## src/rtl/sdac_pkg.sv

```systemverilog
// Shared constants for the stereo bitstream DAC controller.
// Assumes word-aligned byte addresses on the register bus.
package sdac_pkg;
    // Word indices of the registers (byte address divided by four)
    localparam int A_CTRL = 0;
    localparam int A_DATA = 1;
    localparam int A_STAT = 2;
    localparam int A_CLR  = 3;
    localparam int A_MASK = 4;

    // Status bit positions
    localparam int ST_RDY = 0;
    localparam int ST_UND = 1;
    localparam int ST_W   = 2;
endpackage

```

## src/rtl/sdac_regs.sv

```systemverilog
// Register file and bus decode for the stereo bitstream DAC controller.
// Holds enable, mask and status. Status follows clear-on-read and
// write-one-to-clear rules, and a set in the same cycle wins over a clear.
// Assumes reads and writes are word aligned; misaligned accesses are ignored.
module sdac_regs
    import sdac_pkg::*;
#(
    parameter int WORD_W = 32,
    parameter int ADDR_W = 5
) (
    input  logic              clk,
    input  logic              rst_n,
    input  logic              reg_wr,
    input  logic              reg_rd,
    input  logic [ADDR_W-1:0] reg_addr,
    input  logic [WORD_W-1:0] reg_wdata,
    input  logic [WORD_W-1:0] pair,
    input  logic              ev_rdy,
    input  logic              ev_und,
    output logic              en_q,
    output logic              dwr,
    output logic [ST_W-1:0]   stat_q,
    output logic [ST_W-1:0]   mask_q,
    output logic [ST_W-1:0]   stat_set,
    output logic              irq,
    output logic [WORD_W-1:0] reg_rdata
);
    localparam int IDX_W = ADDR_W - 2;

    logic [IDX_W-1:0]  widx;
    logic              aligned;
    logic              hit_ctrl, hit_data, hit_stat, hit_clr, hit_mask;
    logic              en_set;
    logic [ST_W-1:0]   stat_nx;
    logic [WORD_W-1:0] rd_mux;

    // Address decode of the word index
    always_comb begin
        widx     = reg_addr[ADDR_W-1:2];
        aligned  = (reg_addr[1:0] == 2'b00);
        hit_ctrl = aligned && (int'(widx) == A_CTRL);
        hit_data = aligned && (int'(widx) == A_DATA);
        hit_stat = aligned && (int'(widx) == A_STAT);
        hit_clr  = aligned && (int'(widx) == A_CLR);
        hit_mask = aligned && (int'(widx) == A_MASK);
    end

    // Status-set sources and the gated data-write strobe
    always_comb begin
        en_set           = reg_wr && hit_ctrl && reg_wdata[0] && !en_q;
        dwr              = reg_wr && hit_data && en_q;
        stat_set         = '0;
        stat_set[ST_RDY] = ev_rdy || en_set;
        stat_set[ST_UND] = ev_und;
    end

    // Next status: clears first, then sets on top
    always_comb begin
        stat_nx = stat_q;
        if (reg_rd && hit_stat) begin
            stat_nx = '0;
        end
        if (reg_wr && hit_clr) begin
            stat_nx = stat_nx & ~reg_wdata[ST_W-1:0];
        end
        stat_nx = stat_nx | stat_set;
    end

    // Read multiplexer
    always_comb begin
        rd_mux = '0;
        if (hit_ctrl) begin
            rd_mux[0] = en_q;
        end else if (hit_data) begin
            rd_mux = pair;
        end else if (hit_stat) begin
            rd_mux[ST_W-1:0] = stat_q;
        end else if (hit_mask) begin
            rd_mux[ST_W-1:0] = mask_q;
        end
    end

    // Register state and registered read data
    always_ff @(posedge clk) begin
        if (!rst_n) begin
            en_q      <= 1'b0;
            mask_q    <= '0;
            stat_q    <= '0;
            reg_rdata <= '0;
        end else begin
            if (reg_wr && hit_ctrl) begin
                en_q <= reg_wdata[0];
            end
            if (reg_wr && hit_mask) begin
                mask_q <= reg_wdata[ST_W-1:0];
            end
            stat_q <= stat_nx;
            if (reg_rd) begin
                reg_rdata <= rd_mux;
            end
        end
    end

    // Interrupt line from masked status
    assign irq = |(stat_q & mask_q);
endmodule

```

## src/rtl/sdac_frame.sv

```systemverilog
// Frame sequencer: counts conversion cycles and holds one pending sample
// pair. At each boundary it loads that pair into the modulator inputs and
// reports ready, or reports underrun when nothing was written.
// Assumes FRAME_LEN is a power of two and dwr is already gated by enable.
module sdac_frame #(
    parameter int WORD_W    = 32,
    parameter int FRAME_LEN = 256,
    parameter int CNT_W     = $clog2(FRAME_LEN)
) (
    input  logic              clk,
    input  logic              rst_n,
    input  logic              en,
    input  logic              dwr,
    input  logic [WORD_W-1:0] wdata,
    output logic [CNT_W-1:0]  cnt_q,
    output logic              tick,
    output logic              pending_q,
    output logic [WORD_W-1:0] pair_q,
    output logic              ev_rdy,
    output logic              ev_und
);
    localparam logic [CNT_W-1:0] LAST = CNT_W'(FRAME_LEN - 1);

    logic [WORD_W-1:0] hold_q;

    // Boundary strobe and the events it produces
    always_comb begin
        tick   = en && (cnt_q == LAST);
        ev_rdy = tick && (dwr || pending_q);
        ev_und = tick && !dwr && !pending_q;
    end

    // Frame position counter, held at zero while disabled
    always_ff @(posedge clk) begin
        if (!rst_n || !en) begin
            cnt_q <= '0;
        end else if (cnt_q == LAST) begin
            cnt_q <= '0;
        end else begin
            cnt_q <= cnt_q + 1'b1;
        end
    end

    // Pending flag: set by a write, consumed by the boundary
    always_ff @(posedge clk) begin
        if (!rst_n || !en) begin
            pending_q <= 1'b0;
        end else if (tick) begin
            pending_q <= 1'b0;
        end else if (dwr) begin
            pending_q <= 1'b1;
        end
    end

    // Holding register for the most recent write in the frame
    always_ff @(posedge clk) begin
        if (!rst_n) begin
            hold_q <= '0;
        end else if (dwr) begin
            hold_q <= wdata;
        end
    end

    // Modulator input pair, updated only at a boundary
    always_ff @(posedge clk) begin
        if (!rst_n) begin
            pair_q <= '0;
        end else if (tick && dwr) begin
            pair_q <= wdata;
        end else if (tick && pending_q) begin
            pair_q <= hold_q;
        end
    end
endmodule

```

## src/rtl/sdac_chan.sv

```systemverilog
// First-order delta-sigma modulator for one channel. Converts the signed
// input to offset binary, accumulates it every enabled cycle and emits the
// carry as a registered bit. Cleared and silent while disabled.
module sdac_chan #(
    parameter int SAMPLE_W = 16
) (
    input  logic                clk,
    input  logic                rst_n,
    input  logic                en,
    input  logic [SAMPLE_W-1:0] sample,
    output logic                bit_q
);
    localparam int SUM_W = SAMPLE_W + 1;

    logic [SAMPLE_W-1:0] acc_q;
    logic [SAMPLE_W-1:0] ofs;
    logic [SUM_W-1:0]    sum;

    // Offset-binary conversion and accumulator sum with carry
    always_comb begin
        ofs = {~sample[SAMPLE_W-1], sample[SAMPLE_W-2:0]};
        sum = {1'b0, acc_q} + {1'b0, ofs};
    end

    // Accumulator and output bit
    always_ff @(posedge clk) begin
        if (!rst_n || !en) begin
            acc_q <= '0;
            bit_q <= 1'b0;
        end else begin
            acc_q <= sum[SAMPLE_W-1:0];
            bit_q <= sum[SUM_W-1];
        end
    end
endmodule

```

## src/rtl/sdac_mod.sv

```systemverilog
// Bank of per-channel modulators. Channel k takes halfword k of the pair.
module sdac_mod #(
    parameter int SAMPLE_W = 16,
    parameter int NUM_CH   = 2,
    parameter int WORD_W   = SAMPLE_W * NUM_CH
) (
    input  logic              clk,
    input  logic              rst_n,
    input  logic              en,
    input  logic [WORD_W-1:0] pair,
    output logic [NUM_CH-1:0] bits
);
    // One modulator per channel
    for (genvar ch = 0; ch < NUM_CH; ch++) begin : g_ch
        sdac_chan #(.SAMPLE_W(SAMPLE_W)) u_chan (
            .clk    (clk),
            .rst_n  (rst_n),
            .en     (en),
            .sample (pair[ch*SAMPLE_W +: SAMPLE_W]),
            .bit_q  (bits[ch])
        );
    end
endmodule

```

## src/rtl/stereo_sdm_dac.sv

```systemverilog
// Top level of the stereo bitstream DAC controller: register file, frame
// sequencer and modulator bank. Single clock domain; the bus clock is the
// conversion clock (256 cycles per sample frame by default).
module stereo_sdm_dac
    import sdac_pkg::*;
#(
    parameter  int SAMPLE_W  = 16,
    parameter  int NUM_CH    = 2,
    parameter  int FRAME_LEN = 256,
    parameter  int ADDR_W    = 5,
    localparam int WORD_W    = SAMPLE_W * NUM_CH
) (
    input  logic              clk,
    input  logic              rst_n,
    input  logic              reg_wr,
    input  logic              reg_rd,
    input  logic [ADDR_W-1:0] reg_addr,
    input  logic [WORD_W-1:0] reg_wdata,
    output logic [WORD_W-1:0] reg_rdata,
    output logic              irq,
    output logic [NUM_CH-1:0] dac_out
);
    localparam int CNT_W = $clog2(FRAME_LEN);

    logic              en_q;
    logic              dwr;
    logic [ST_W-1:0]   stat_q;
    logic [ST_W-1:0]   mask_q;
    logic [ST_W-1:0]   stat_set;
    logic [CNT_W-1:0]  cnt_q;
    logic              tick;
    logic              pending_q;
    logic [WORD_W-1:0] pair_q;
    logic              ev_rdy;
    logic              ev_und;

    sdac_regs #(.WORD_W(WORD_W), .ADDR_W(ADDR_W)) u_regs (
        .clk       (clk),
        .rst_n     (rst_n),
        .reg_wr    (reg_wr),
        .reg_rd    (reg_rd),
        .reg_addr  (reg_addr),
        .reg_wdata (reg_wdata),
        .pair      (pair_q),
        .ev_rdy    (ev_rdy),
        .ev_und    (ev_und),
        .en_q      (en_q),
        .dwr       (dwr),
        .stat_q    (stat_q),
        .mask_q    (mask_q),
        .stat_set  (stat_set),
        .irq       (irq),
        .reg_rdata (reg_rdata)
    );

    sdac_frame #(.WORD_W(WORD_W), .FRAME_LEN(FRAME_LEN), .CNT_W(CNT_W)) u_frame (
        .clk       (clk),
        .rst_n     (rst_n),
        .en        (en_q),
        .dwr       (dwr),
        .wdata     (reg_wdata),
        .cnt_q     (cnt_q),
        .tick      (tick),
        .pending_q (pending_q),
        .pair_q    (pair_q),
        .ev_rdy    (ev_rdy),
        .ev_und    (ev_und)
    );

    sdac_mod #(.SAMPLE_W(SAMPLE_W), .NUM_CH(NUM_CH), .WORD_W(WORD_W)) u_mod (
        .clk   (clk),
        .rst_n (rst_n),
        .en    (en_q),
        .pair  (pair_q),
        .bits  (dac_out)
    );
endmodule

```

## config.mk

```make
export PLATFORM = sky130hd
export DESIGN_NAME = stereo_sdm_dac
export DESIGN_NICKNAME = d
export VERILOG_FILES = /design/src/rtl/sdac_pkg.sv /design/src/rtl/sdac_regs.sv /design/src/rtl/sdac_frame.sv /design/src/rtl/sdac_chan.sv /design/src/rtl/sdac_mod.sv /design/src/rtl/stereo_sdm_dac.sv
export SDC_FILE = /design/constraint.sdc
export NUM_CORES = 1
export LEC_CHECK = 0
export BUFFER_PORTS_ARGS = -buffer_cell sky130_fd_sc_hd__buf_2
export CORE_MARGIN = 3
export CORE_UTILIZATION = 50
export CTS_BUF_LIST = sky130_fd_sc_hd__clkbuf_16
export CTS_CLUSTER_DIAMETER = 30
export CTS_CLUSTER_SIZE = 28
export DETAILED_ROUTE_END_ITERATION = 10
export PLACE_DENSITY = 0.68
export SLEW_MARGIN = 20
export SYNTH_ARGS = -nofsm -noshare
export SYNTH_HDL_FRONTEND = slang
export SYNTH_HIERARCHICAL = 1
export SYNTH_SLANG_ARGS = --single-unit
```

## constraint.sdc

```tcl
create_clock -name clk -period 5.99 [get_ports clk]
set_input_delay 0.8985 -clock clk [delete_from_list [all_inputs] [get_ports clk]]
set_output_delay 0.8985 -clock clk [all_outputs]
set_load 0.02 [all_outputs]
```

# Word-level counts from Yosys, hierarchy flattened
# Cells that the tools add are included.
dict set report classes {
  reduce_logical 32
  n_eq_ne 5
  addsub 3
  muxes 10
  n_bitwise 6
}
# op count
set ops {}
lappend ops {{2-to-1 mux 32 bit} 2}
lappend ops {{adder 16 x 16 -> 17 bit} 2}
lappend ops {{2-to-1 mux 31 bit} 1}
lappend ops {{2-to-1 mux 30 bit} 1}
lappend ops {{logical AND 1 bit} 19}
lappend ops {{2-to-1 mux 2 bit} 5}
lappend ops {{== test 3 bit, second input constant} 3}
lappend ops {{adder 8 x 1 -> 8 bit, second input constant} 1}
lappend ops {{== test 8 bit, second input constant} 1}
lappend ops {{OR reduction 2 bit} 3}
lappend ops {{bitwise AND 2 bit} 2}
lappend ops {{zero test 1 bit} 4}
lappend ops {{== test 3 x 2 -> 1 bit, second input constant} 1}
lappend ops {{zero test 3 bit} 1}
lappend ops {{logical OR 1 bit} 3}
lappend ops {{zero test 2 bit} 1}
lappend ops {{inverter 1 bit} 2}
lappend ops {{inverter 2 bit} 1}
lappend ops {{bitwise OR 2 bit} 1}
lappend ops {{nonzero test 2 bit} 1}
lappend ops {{2-to-1 mux 1 bit} 1}
dict set report word_totals {
  regBits 144
  output_inout_bits 35
  word_cells 68
}

# Logic depth before layout (Yosys ltp)
dict set report depth {
  ltp_word 8
  ltp_mapped 9
  mapped_depth_nobuf 7
}

# Modules after synthesis
# Netlist, hierarchy kept.
# module instances area_each_um2 cells_each
set by_module_without_submodules {}
lappend by_module_without_submodules {sdac_frame 1 3049.2 293}
lappend by_module_without_submodules {sdac_chan 2 1232.4 144}
lappend by_module_without_submodules {sdac_regs 1 1805.5 194}

# Least setup slack after synthesis
# Ideal clock, no wire load.
dict set report synth_path {
  path_type {input to register}
  start {in reg_addr[4]}
  end {reg u_frame.pair_q[10]}
  n_path_buf 4
  t_required_ns 5.902
  setup_time_ns 0.088
  path_stages 8
  t_arrival_ns 2.476
  path_slack_ns 3.426
  path_cell_list {buf_6 -> nor3_4 -> and4_2 -> buf_4 -> buf_2 -> buf_2 -> a22oi_1 -> o32ai_2}
}
dict set report synth_between {
  elab_chain_len 6
  word_cells_on_any_way 7
  classes_between {eq/ne (1); mux (1); reduce/logical (5)}
}
# element line_no
set synth_lines {}
lappend synth_lines {{start: declaration} stereo_sdm_dac.sv:17} ;# input logic [ADDR_W-1:0] reg_addr,
lappend synth_lines {{== test 3 x 2 -> 1 bit (*)} sdac_regs.sv:42} ;# hit_data = aligned && (int'(widx) == A_DATA);
lappend synth_lines {{logical AND 1 bit (*)} sdac_regs.sv:42}
lappend synth_lines {{logical AND 1 bit (*) (2 in a row)} sdac_regs.sv:51} ;# dwr = reg_wr && hit_data && en_q;
lappend synth_lines {{named net dwr} stereo_sdm_dac.sv:26} ;# logic dwr;
lappend synth_lines {{logical AND 1 bit (*)} sdac_frame.sv:68} ;# end else if (tick && dwr) begin
lappend synth_lines {{2-to-1 mux 32 bit or nonzero test 2 bit (tied branches)} -}
lappend synth_lines {{end signal: assignment} sdac_frame.sv:69} ;# pair_q <= wdata;
lappend synth_lines {{end signal: assignment} sdac_frame.sv:71} ;# pair_q <= hold_q;
lappend synth_lines {{end: declaration} sdac_frame.sv:18} ;# output logic [WORD_W-1:0] pair_q,
# Mark *: on every way through the listed nets, which the timed path passes. The rest lies on a longest branch.
# A chain may end at the register's enable or synchronous reset.

# Final worst setup path
dict set report layout_path {
  start {in reg_addr[3]}
  end {reg u_frame.pair_q[25]}
}
# Same word-level chain as after synthesis.

==> flow_summary.toml <==
[yosys]
syn_nets = 849
synth_area_sq_mm = 0.00731
syn_inst = 773
syn_area_per_cell_sq_um = 9.45
synth_warnings = 6

[routing]
wl_per_cell_um = 17.5
drtPass1Iterations = 5
via_per_inst = 5.94
drt-initial-drc-count = 552
drt_wl_total_mm = 17.7
drtAntennaViolNets = 0
vias = 6033
drc = 0

[clocking]
cts_root_buffer = "clkbuf_16"
ctsHoldBuffers = 0
cts_inserted_buffers = 17
cts.repair.resized = 0
cts_tree = "yes"
worstSkewPairLatency_ns = 0.42
clock-sinks = 144
cts.htree.levels = 4
post_cts_buffers = 0
cts_buffer_depth = 2
cts.reportedPaths.clkPinSlew_ns = 0.06

[power_and_ir_drop]
irDropWorstVdd_v = 0.000185
power_density_mw_per_mm2 = 245
p_leak_nw = 3.21

[sta]
post-route-period-util_pct = 55.5
hold_viol = 0
fmax_ghz = 0.301
setup_viol = 0
period_needed_ns = 3.32
drv_slew = 0
fin_worst_skew_ns = 0.00833
worst_pin_slew_ns = 0.889
slew_headroom_pct = 40.7
fin_tns_setup_ns = 0
rsz0062_at_grt = "no"

[min_path]
min_from = "u_frame/cnt_q[0]"
hold_path.class = "reg2reg"
hold_end = "u_frame/cnt_q[0]"
hold-path-cell-count = 1

[floorplanning]
fp.dieH_um = 127
start_util_pct = 51.8
dieArea_sq_mm = 0.0161
io_pins = 76
rows = 43
dieWidth_um = 127
core_sq_mm = 0.0141

[place]
place.gp.congestion = 0.898
placed_cell_area_sq_mm = 0.00759
io_buffer_count = 75
detailed_place_hpwl_mm = 12.5

[worst_setup_path]
required_ns = 6.36
reg2reg_to = "u_frame/pair_q[25]"
crit_path_max_fanout = 54
max_stage_delay_ns = 0.63
reg2reg_from = "u_regs/en_q"
timing.critical_path.to_type = "flop"
crit_chain = "buf_2, and2b_4, and4_2, buf_4, nand2b_1, a2bb2oi_1, o221a_2"
crit_arrival_ns = 3.69
startpoint_type = "primary input"
slowest_stage = "buf_4"
critical_path_class = "in2reg"
reg2reg_depth = 5
regToRegSetupSlack_ns = 3.05

[global_route]
met1_usage_pct = 30.7
grt-ovfl-total = 0
top_usage_layer = "met2"
grt_pass1_vias = 5722
antenna_found_initial = 0
grt_pass1_wl_mm = 28.8
grtUsageMet3_pct = 4.76
grt_max_degree = 66
track_usage_pct = 22.1
met2_usage_pct = 34.2

[run_status]
status = "complete, no violations"

[layout]
n_antenna_cell = 0
fin_area_sq_mm = 0.00814
area_delta_synth_final_pct = 11.3
nets = 898
post_route_cells_drive_above_1_share_pct = 19.8

[flow_run]
cap_violations = 0
## layout make-up
| class | count | area [sq um] |
|---|---|---|
| fill | 1287 | 5960 |
| tap | 180 | 225 |
| sequential | 144 | 2880 |
| clock buffer | 17 | 425 |
| inverter | 27 | 101 |
| multi-input combinational | 552 | 3970 |
| clock inverter | 15 | 119 |
| timing repair buffer | 80 | 413 |
## critical path: cells and delay by family
kind,cells,cell delay (ns)
buffers and inverters,2,0.80
AND/OR/NAND/NOR,3,1.53
AO/OA/AOI/OAI,2,0.43
## how the worst max path moves through the flow
stage | slack (ns) | cells after the start | to | from
2_1_floorplan | 3.43 | 8 | u_frame/pair_q[10] | reg_addr[4]
3_3_place_gp | 2.43 | 7 | u_frame/pair_q[24] | reg_addr[3]
3_5_place_dp | 2.28 | 7 | u_frame/pair_q[25] | reg_addr[3]
4_1_cts | 2.72 | 7 | u_frame/pair_q[25] | reg_addr[3]
5_1_grt | 2.50 | 7 | u_frame/pair_q[25] | reg_addr[3]
6_report | 2.67 | 7 | u_frame/pair_q[25] | reg_addr[3]
## per-layer routing
layer  part of all wire [%]  routed length (um)
met1                     45                8050
met2                     45                8040
met3                    7.1                1270
met4                    2.2                 386
met5                      0                   0
## state kept, by name (all words and copies together) (netlist names)
| signal | cells |
|---|---|
| u_mod/g_ch.u_chan/bit_q | 2 |
| u_frame/pair_q | 32 |
| u_regs/mask_q | 2 |
| u_mod/g_ch.u_chan/acc_q | 32 |
| u_regs/reg_rdata | 32 |
| u_frame/hold_q | 32 |
| u_regs/stat_q | 2 |
| u_regs/en_q | 1 |
| u_frame/cnt_q | 8 |
| u_frame/pending_q | 1 |
## cells in the final DEF, fill, tap and decap left out, drive strengths merged, types with 3 or more instances in the layout
master	count
clkbuf	17
a311oi	4
nor3	17
o21ai	19
and2	10
a2bb2oi	12
and4bb	4
and3	10
nand4	37
ha	33
a22oi	9
inv	29
o31ai	3
nand2b	37
a21o	10
nor2	66
mux2	6
o21bai	7
o211ai	6
xnor2	7
buf	80
or3	6
nand2	36
nor3b	6
nand3	18
nand3b	5
mux2i	40
a41o	3
clkinv	10
a21oi	67
dfxtp	144
o32ai	13
o221a	17
or2	3
xor2	8
nor2b	7
## power breakdown
group          switching [mW]  internal (mW)
combinational          0.0431         0.0206
clock                   0.407          0.566
sequential           0.000454          0.958
total                   0.451           1.54
## per-stage QoR
step	util [%]	total power, mW	std cells	hold WS [ns]	setup WS [ns]
after CTS	57.7	2.01	1015	0.453	2.72
final	57.7	2.00	1015	0.451	2.67
after global placement	53.9	1.04	983	0.429	2.43
after global routing	57.7	2.05	1015	0.480	2.50
after floorplan	-	1.02	773	0.418	3.43
after detailed placement	53.9	1.04	983	0.441	2.28
Power figures use the tool's default switching activity.
